`config.mk`:
```
export PLATFORM = sky130hd
export DESIGN_NAME = gpio_irq_bank
export DESIGN_NICKNAME = d
export VERILOG_FILES = /design/src/rtl/gpb_pkg.sv /design/src/rtl/gpb_sync.sv /design/src/rtl/gpb_sense.sv /design/src/rtl/gpio_irq_bank.sv
export SDC_FILE = /design/constraint.sdc
export NUM_CORES = 1
export LEC_CHECK = 0
export BUFFER_PORTS_ARGS = -buffer_cell sky130_fd_sc_hd__buf_4
export CORE_MARGIN = 2
export CORE_UTILIZATION = 30
export CTS_BUF_LIST = sky130_fd_sc_hd__clkbuf_16
export DETAILED_ROUTE_END_ITERATION = 10
export PLACE_DENSITY_LB_ADDON = 0.3
export SKIP_LAST_GASP = 1
export SYNTH_ARGS = -nofsm -noshare
export SYNTH_HDL_FRONTEND = slang
export SYNTH_SLANG_ARGS = --single-unit
export TNS_END_PERCENT = 5
```
`constraint.sdc`:
```
create_clock -name clk -period 2.84 [get_ports clk]
set_clock_uncertainty 0.2 [all_clocks]
set_input_delay 0 -clock clk [delete_from_list [all_inputs] [get_ports clk]]
set_output_delay 0 -clock clk [all_outputs]
set_load 0.02 [all_outputs]
```
`src/rtl/gpb_pkg.sv`:
```
package gpb_pkg;

  // Register byte offsets; software decodes these, so they stay fixed.
  localparam logic [6:0] OFS_MODE   = 7'h00;
  localparam logic [6:0] OFS_DIR    = 7'h04;
  localparam logic [6:0] OFS_ODATA  = 7'h08;
  localparam logic [6:0] OFS_IDATA  = 7'h0C;
  localparam logic [6:0] OFS_PEND   = 7'h10;
  localparam logic [6:0] OFS_CLR    = 7'h14;
  localparam logic [6:0] OFS_MASK   = 7'h18;
  localparam logic [6:0] OFS_UNMASK = 7'h1C;
  localparam logic [6:0] OFS_POL    = 7'h20;
  localparam logic [6:0] OFS_EDGE   = 7'h24;
  localparam logic [6:0] OFS_BOTH   = 7'h4C;
  localparam logic [6:0] OFS_GATE   = 7'h50;

  // Edge events per bit: both-edge picks any transition, otherwise polarity
  // picks rising (0) or falling (1).
  function automatic logic [31:0] edge_hits(input logic [31:0] cur,
                                            input logic [31:0] prv,
                                            input logic [31:0] pol,
                                            input logic [31:0] both);
    logic [31:0] rise;
    logic [31:0] fall;
    rise = cur & ~prv;
    fall = ~cur & prv;
    return (both & (rise | fall)) | (~both & ((~pol & rise) | (pol & fall)));
  endfunction

  // Level activity: level XOR polarity.
  function automatic logic [31:0] level_active(input logic [31:0] cur,
                                               input logic [31:0] pol);
    return cur ^ pol;
  endfunction

endpackage

```
`src/rtl/gpb_sync.sv`:
```
module gpb_sync #(
  parameter int W      = 32,
  parameter int STAGES = 2
) (
  input  logic         clk,
  input  logic         rst_n,
  input  logic [W-1:0] d,
  output logic [W-1:0] q
);
  logic [W-1:0] stage [STAGES];

  for (genvar s = 0; s < STAGES; s++) begin : g_stage
    always_ff @(posedge clk or negedge rst_n) begin
      if (!rst_n) stage[s] <= '0;
      else if (s == 0) stage[s] <= d;
      else stage[s] <= stage[(s == 0) ? 0 : s - 1];
    end
  end

  assign q = stage[STAGES-1];
endmodule

```
`src/rtl/gpb_sense.sv`:
```
module gpb_sense
  import gpb_pkg::*;
#(
  parameter int W = 32
) (
  input  logic         clk,
  input  logic         rst_n,
  input  logic [W-1:0] cur,
  input  logic [W-1:0] gate_ok,
  input  logic [W-1:0] mode_irq,
  input  logic [W-1:0] edge_sel,
  input  logic [W-1:0] both_sel,
  input  logic [W-1:0] pol,
  input  logic [W-1:0] clr,
  output logic [W-1:0] pend,
  output logic [W-1:0] edge_evt
);
  logic [W-1:0] prv;
  logic [W-1:0] pend_edge_r;
  logic [W-1:0] hits;
  logic [W-1:0] lvl;
  logic [W-1:0] edge_pins;
  logic [W-1:0] lvl_pins;

  assign edge_pins = mode_irq & edge_sel;
  assign lvl_pins  = mode_irq & ~edge_sel;
  assign hits = W'(edge_hits(32'(cur), 32'(prv), 32'(pol), 32'(both_sel)));
  assign lvl  = W'(level_active(32'(cur), 32'(pol)));
  assign edge_evt = hits & edge_pins & gate_ok;

  always_ff @(posedge clk or negedge rst_n) begin
    if (!rst_n) begin
      prv         <= '0;
      pend_edge_r <= '0;
    end else begin
      prv         <= cur;
      // new edge beats a clear in the same cycle
      pend_edge_r <= edge_pins & ((pend_edge_r & ~clr) | edge_evt);
    end
  end

  assign pend = (edge_pins & pend_edge_r) | (lvl_pins & gate_ok & lvl);

  // an edge event is latched on the next edge, whatever the clear does
  a_r8_edge_beats_clear: assert property (@(posedge clk) disable iff (!rst_n)
    (edge_evt != '0) |=> ((pend & $past(edge_evt)) == $past(edge_evt)));

  // a gated-off level pin never shows pending
  a_r4_gate_blocks_level: assert property (@(posedge clk) disable iff (!rst_n)
    (pend & lvl_pins & ~gate_ok) == '0);

  // a clear with no new edge drops a latched edge bit
  a_r6_clear_drops: assert property (@(posedge clk) disable iff (!rst_n)
    ((clr & edge_pins & ~edge_evt) != '0) |=>
      ((pend_edge_r & $past(clr & edge_pins & ~edge_evt)) == '0));
endmodule

```
`src/rtl/gpio_irq_bank.sv`:
```
module gpio_irq_bank
  import gpb_pkg::*;
#(
  parameter int NUM_LINES       = 32,
  parameter int SYNC_STAGES     = 2,
  parameter bit READ_PIN_ALWAYS = 1'b1,
  parameter bit HAS_INPUT_GATE  = 1'b1
) (
  input  logic                 clk,
  input  logic                 rst_n,
  input  logic                 bus_sel,
  input  logic                 bus_we,
  input  logic [6:0]           bus_addr,
  input  logic [31:0]          bus_wdata,
  output logic [31:0]          bus_rdata,
  input  logic [NUM_LINES-1:0] pin_in,
  output logic [NUM_LINES-1:0] pin_out,
  output logic [NUM_LINES-1:0] pin_oe,
  output logic                 irq
);
  localparam int N = NUM_LINES;
  localparam logic [31:0] LMASK = (N >= 32) ? 32'hFFFF_FFFF : ((32'd1 << N) - 32'd1);

  logic [N-1:0] mode_r, dir_r, odata_r, pol_r, edge_r, both_r, en_r, gate_r;
  logic [N-1:0] synced, gate_ok, cur, pend, edge_evt, clr, gp_out, idata;
  logic [N-1:0] wd;
  logic         wr;
  logic         wr_mask, wr_unmask;

  assign wr        = bus_sel & bus_we;
  assign wd        = bus_wdata[N-1:0];
  assign wr_mask   = wr && (bus_addr == OFS_MASK);
  assign wr_unmask = wr && (bus_addr == OFS_UNMASK);
  assign clr       = (wr && (bus_addr == OFS_CLR)) ? wd : '0;

  gpb_sync #(.W(N), .STAGES(SYNC_STAGES)) u_sync (
    .clk(clk), .rst_n(rst_n), .d(pin_in), .q(synced)
  );

  if (HAS_INPUT_GATE) begin : g_gate
    assign gate_ok = gate_r;
  end else begin : g_nogate
    assign gate_ok = '1;
  end
  assign cur = synced & gate_ok;

  gpb_sense #(.W(N)) u_sense (
    .clk(clk), .rst_n(rst_n), .cur(cur), .gate_ok(gate_ok),
    .mode_irq(mode_r), .edge_sel(edge_r), .both_sel(both_r), .pol(pol_r),
    .clr(clr), .pend(pend), .edge_evt(edge_evt)
  );

  always_ff @(posedge clk or negedge rst_n) begin
    if (!rst_n) begin
      mode_r <= '0; dir_r <= '0; odata_r <= '0; pol_r <= '0;
      edge_r <= '0; both_r <= '0; en_r <= '0; gate_r <= '0;
    end else if (wr) begin
      case (bus_addr)
        OFS_MODE:   mode_r  <= wd;
        OFS_DIR:    dir_r   <= wd;
        OFS_ODATA:  odata_r <= wd;
        OFS_POL:    pol_r   <= wd;
        OFS_EDGE:   edge_r  <= wd;
        OFS_BOTH:   both_r  <= wd;
        OFS_MASK:   en_r    <= en_r & wd;
        OFS_UNMASK: en_r    <= en_r | wd;
        OFS_GATE:   gate_r  <= HAS_INPUT_GATE ? wd : '0;
        default: ;
      endcase
    end
  end

  assign gp_out  = dir_r & ~mode_r;
  assign pin_oe  = gp_out;
  assign pin_out = odata_r;
  assign idata   = READ_PIN_ALWAYS ? cur : ((cur & ~gp_out) | (odata_r & gp_out));
  assign irq     = |(pend & en_r);

  always_comb begin
    bus_rdata = '0;
    case (bus_addr)
      OFS_MODE:   bus_rdata = 32'(mode_r);
      OFS_DIR:    bus_rdata = 32'(dir_r);
      OFS_ODATA:  bus_rdata = 32'(odata_r);
      OFS_IDATA:  bus_rdata = 32'(idata);
      OFS_PEND:   bus_rdata = 32'(pend);
      OFS_MASK:   bus_rdata = 32'(en_r);
      OFS_POL:    bus_rdata = 32'(pol_r);
      OFS_EDGE:   bus_rdata = 32'(edge_r);
      OFS_BOTH:   bus_rdata = 32'(both_r);
      OFS_GATE:   bus_rdata = 32'(gate_r);
      default:    bus_rdata = '0;
    endcase
  end

  // after a mask write no bit written as zero stays enabled
  a_r9_mask_clears: assert property (@(posedge clk) disable iff (!rst_n)
    wr_mask |=> ((en_r & ~$past(wd)) == '0));

  // after an unmask write every bit written as one is enabled
  a_r9_unmask_sets: assert property (@(posedge clk) disable iff (!rst_n)
    wr_unmask |=> ((en_r & $past(wd)) == $past(wd)));

  // the combined line needs at least one enabled and pending pin
  a_r10_irq_needs_enable: assert property (@(posedge clk) disable iff (!rst_n)
    irq |-> ((en_r != '0) && (pend != '0)));

  // an interrupt-mode pin never drives the pad
  a_r2_no_drive_in_irq_mode: assert property (@(posedge clk) disable iff (!rst_n)
    (pin_oe & mode_r) == '0);

  // nothing appears above the line count
  a_r11_upper_zero: assert property (@(posedge clk) disable iff (!rst_n)
    (bus_rdata & ~LMASK) == 32'd0);
endmodule

```
* After elaboration in Yosys (flattened, before gate mapping)
Index checks and enable logic that the tools add are counted.
Operators by class: bitwise gates (word level) 34, reduce and logical (&&, ||, !) cells 12, mux-type cells 3, eq/ne operators 11
Operator list (count):
- $and A32 B32 Y32 | 19
- $pmux W32 S10 | 1
- $not A32 Y32 | 7
- $or A32 B32 Y32 | 6
- $pmux W32 S2 | 1
- $mux W32 | 1
- $reduce_or A32 Y1 | 1
- $xor A32 B32 Y32 | 1
- $eq A7 B5 Y1 const B | 4
- $reduce_and A2 Y1 | 8
- $eq A7 B4 Y1 const B | 2
- $eq A7 B6 Y1 const B | 2
- $eq A7 B7 Y1 const B | 2
- $eq A7 B3 Y1 const B | 1
- $logic_not A7 Y1 | 1
- $reduce_bool A2 Y1 | 1
- $and A1 B1 Y1 | 1
- $logic_and A1 B1 Y1 | 1
Storage, ports and cells: input port bits 75, output and inout bits 97, word-level logic and storage cells 72, register bits after elaboration 384

* Depth between registers and ports, before layout
word-level depth 11, depth in mapped cells 9, depth with buffers taken out 8

* Hierarchy
From an unflattened synthesis, not the netlist that was laid out.
Second synthesis, totals: cells, all modules 1775, area, all modules 20050.5 µm²
By module, submodules not included:
- gpio_irq_bank | instances 1, area an instance 13364.1 µm², cells each 1135, seq. area each 6406.1 µm²
- gpb_sense | instances 1, area an instance 4844.6 µm², cells each 544, seq. area each 1601.5 µm²
- gpb_sync | instances 1, area an instance 1841.8 µm², cells each 96, seq. area each 1601.5 µm²

* Worst setup path after synthesis
OpenSTA, ideal clock, no wires.
kind flip-flop to output port, start point reg pol_r[12], end point out irq, path slack 0.618 ns, buffers on the path 0, cell stages (with the launch flop) 7, required time 2.640 ns, arrival 2.022 ns, path through dfrtp_1 -> xnor2_1 -> nor3b_1 -> a32o_1 -> or4b_2 -> nor4_1 -> nand4_1
Between the ends: longest elaborated chain between the ends 5
Ends and longest elaborated chain:
- from (decl) | RTL line gpio_irq_bank.sv:24 | logic [N-1:0] mode_r, dir_r, odata_r, pol_r, edge_r, both_r, en_r, gate_r;
- from (signal assigned) | RTL line gpio_irq_bank.sv:62 | OFS_POL: pol_r <= wd;
- $xor A32 B32 Y32 | RTL line gpb_pkg.sv:33 | return cur ^ pol;
- $and A32 B32 Y32 | RTL line gpb_sense.sv:42 | assign pend = (edge_pins & pend_edge_r) | (lvl_pins & gate_ok & lvl);
- $or A32 B32 Y32 | RTL line gpb_sense.sv:42
- $and A32 B32 Y32 | RTL line gpio_irq_bank.sv:77 | assign irq = |(pend & en_r);
- $reduce_or A32 Y1 | RTL line gpio_irq_bank.sv:77
- to (decl) | RTL line gpio_irq_bank.sv:19 | output logic irq
Every way passes these cells.

* Final worst setup path
start point reg pol_r[28], end point out irq
Same word-level chain as after synthesis.

==> metrics.yaml <==
outcome:
  status: "finished, violations left"
  violations: "setup timing"
worst_setup_path:
  r2r_setup_slack_ns: 0.99
  cp.required_ns: 2.64
  crit_type: "flop to primary output"
  cp_max_fo: 2
  r2r-end: "u_sense.pend_edge_r[20]"
  critPathCaptureType: "primary output"
  r2r-start: "u_sync.q[20]"
  worst_setup_path_start_kind: "flop"
  worstPathArrival_ns: 2.82
  rr_worst_depth: 9
clocking:
  h-tree-depth: 2
  cts.sinks: 384
  clock_latency_ns: 0.58
  clockBufferDepth: 3
  clk_pin_slew_ns: 0.06
  tritoncts: "yes"
  cts_buffers: 44
  clockRootBuffer: "clkbuf_16"
pwr:
  p_leak_nw: 11.0
  power_mw: 12.3
  vdd_ir_drop_max_mv: 0.380
  cellPowerDensity_nw_per_um2: 510
synthesis:
  synthCells: 1732
  synth_top_cell_by_area: "dfrtp_1"
  synth-seq-cells: 384
  synth_nets: 1871
  synth_cell_type_count: 66
  yosysWarnings: 0
  ys.flop_type: "dfrtp_1"
  netlist_area_sq_um: 19000
  yosysSeqAreaShare_pct: 50.6
  synth_top_cell_area_share_pct: 50.6
  synth_edf_count: 0
  syn_avg_cell_area_sq_um: 11.0
  synthArstFlopShare_pct: 100
  synth_area_leaders: "dfrtp_1 51%, mux2_2 13%, ha_1 4.2%, nand2_1 4.0%, a22oi_1 3.3%"
floorplanning:
  initial_core_util_pct: 30.2
  placementRows: 92
  die_w_um: 256
  ios: 172
  core_region_area_sq_um: 62900
  dieArea_sq_um: 65300
  die_h_um: 256
placed_design:
  dp_slack_ns: 0.186
  gp_congestion: 0.866
  portBuffers: 171
  hpwl_mm: 46.4
  placed_area_sq_um: 21700
finish:
  fin_nets: 2189
  final_util_pct: 38.4
  final_cell_mix: "384 x dfrtp_1, 229 x buf_4, 212 x mux2_2"
  syn2layout_area_growth_pct: 27.1
  layout-drive-gt1-share_pct: 27.2
  fin_area_sq_um: 24100
  layout_commonest_cell: "dfrtp_1"
drt:
  drt_iter0_markers: 1506
  dr.pass1.iters: 6
  totalWireLength_mm: 68.9
  drc: 0
  via_per_inst: 5.32
  ant_nets: 0
  vias: 15571
  wire_per_inst_um: 23.5
hold_path:
  hold_class: "primary input to flop"
  hold_start: "bus_wdata[14]"
  hold_depth: 4
  hold_end: "en_r[14]"
run:
  drv_cap: 0
sta:
  hold_slack_ns: 0.0529
  slew_headroom_pct: 47.0
  period_needed_ns: 3.02
  finalHoldViolCount: 0
  setup_viol: 1
  fmax_mhz: 331
  fin_crit_sh_pct: 106
  drv_slew: 0
  finalWorstSetupSlack_ns: -0.181
  rsz0062_at_grt: "yes"
  tightest_slew_ns: 0.795
global_routing:
  grt_pass1_vias: 15527
  antenna_found_initial: 2
  track_usage_pct: 20.8
  grt_start_max_net_pins: 83
  grt_pass1_wl_mm: 102
  overflow: 0
==> area by class of cell <==
cell class	instances	area, sq um
antenna	1	2.50
sequential	384	9610
clock inverter	32	173
timing repair buffer	347	3070
multi-input combinational	1204	8790
tap	846	1060
clock buffer	46	1150
inverter	69	259
fill	6213	38700
==> synth_stat cells (15+ instances only) <==
cell,count
buf_4,15
a21oi_1,69
clkbuf_1,34
nor2b_1,75
o21ai_0,57
nand3_1,24
a22o_1,16
inv_1,69
a22oi_1,83
nand2_1,204
a211oi_1,35
a21oi_2,29
buf_2,18
dfrtp_1,384
a222oi_1,16
mux2_2,212
nor2_1,106
nand4_1,26
xor2_1,24
ha_1,64
==> per-layer routing <==
layer | part of all wire (%) | vias to the layer above | global-route usage, %
met5 | 0.012 | - | 0
met4 | 3.2 | 2 | 6.58
met3 | 7.7 | 141 | 4.74
met2 | 46 | 661 | 32.9
met1 | 43 | 7902 | 28.2
li1 | - | 6865 | -
==> report_power, final <==
part	switching, mW	internal (mW)	total [mW]
Clock	2.31	3.00	5.31
Combinational	0.578	0.497	1.07
Sequential	0.238	5.69	5.93
==> worst max-delay path, cell delays in order, from the launching register on <==
cell and delay [ns]:
dfrtp_1 0.38, xor2_1 0.16, nand3b_1 0.27, o32ai_1 0.13
or4_4 0.56, nor4_2 0.27, nand4_1 0.24, buf_6 0.21
==> timing repair <==
| action | CTS | global route |
|---|---|---|
| endpoints found under the hold margin | 704 | 0 |
| pin swaps | 9 | 4 |
| hold buffers | 101 | 0 |
| resized for setup | 4 | 0 |
| buffers inserted | 7 | 1 |
| endpoints found under the setup margin | 1 | 1 |
==> flip-flops by register name, summed over array words and instances (netlist names) <==
signal and cells:
mode_r 32, gate_ok 32, pin_out 32, u_sync.q 32, u_sense.prv 32, u_sense.pend_edge_r 32, u_sync.stage 32, edge_r 32
both_r 32, dir_r 32, pol_r 32, en_r 32
==> worst max path at each step <==
stage / end / slack [ns] / startpoint / cells after the start
after CTS: irq / -0.25 / pol_r[20] / 7
after global routing: irq / -0.26 / pol_r[20] / 7
after detailed placement: irq / 0.19 / pol_r[11] / 7
after global placement: irq / 0.14 / pol_r[11] / 7
after floorplan: irq / 0.62 / pol_r[12] / 6
final: irq / -0.18 / pol_r[28] / 7
==> cell families after synthesis <==
family                     after synthesis  share of synthesized area [%]
AOI/OAI and AO/OA                      378                           14.0
xor gates and xnor gates                32                           1.48
adders and majority gates               64                           4.22
buffers and inverters                  144                           3.44
DFF                                    384                           50.6
muxes                                  221                           13.1
and+or+nand+nor                        509                           13.1
==> through the flow <==
step | std cells | setup TNS (ns)
5_1_grt | 2928 | -0.257
3_3_place_gp | 2741 | 0
3_5_place_dp | 2741 | 0
2_1_floorplan | 1732 | 0
6_report | 2929 | -0.181
4_1_cts | 2927 | -0.250
(Power assumes the default switching activity.)
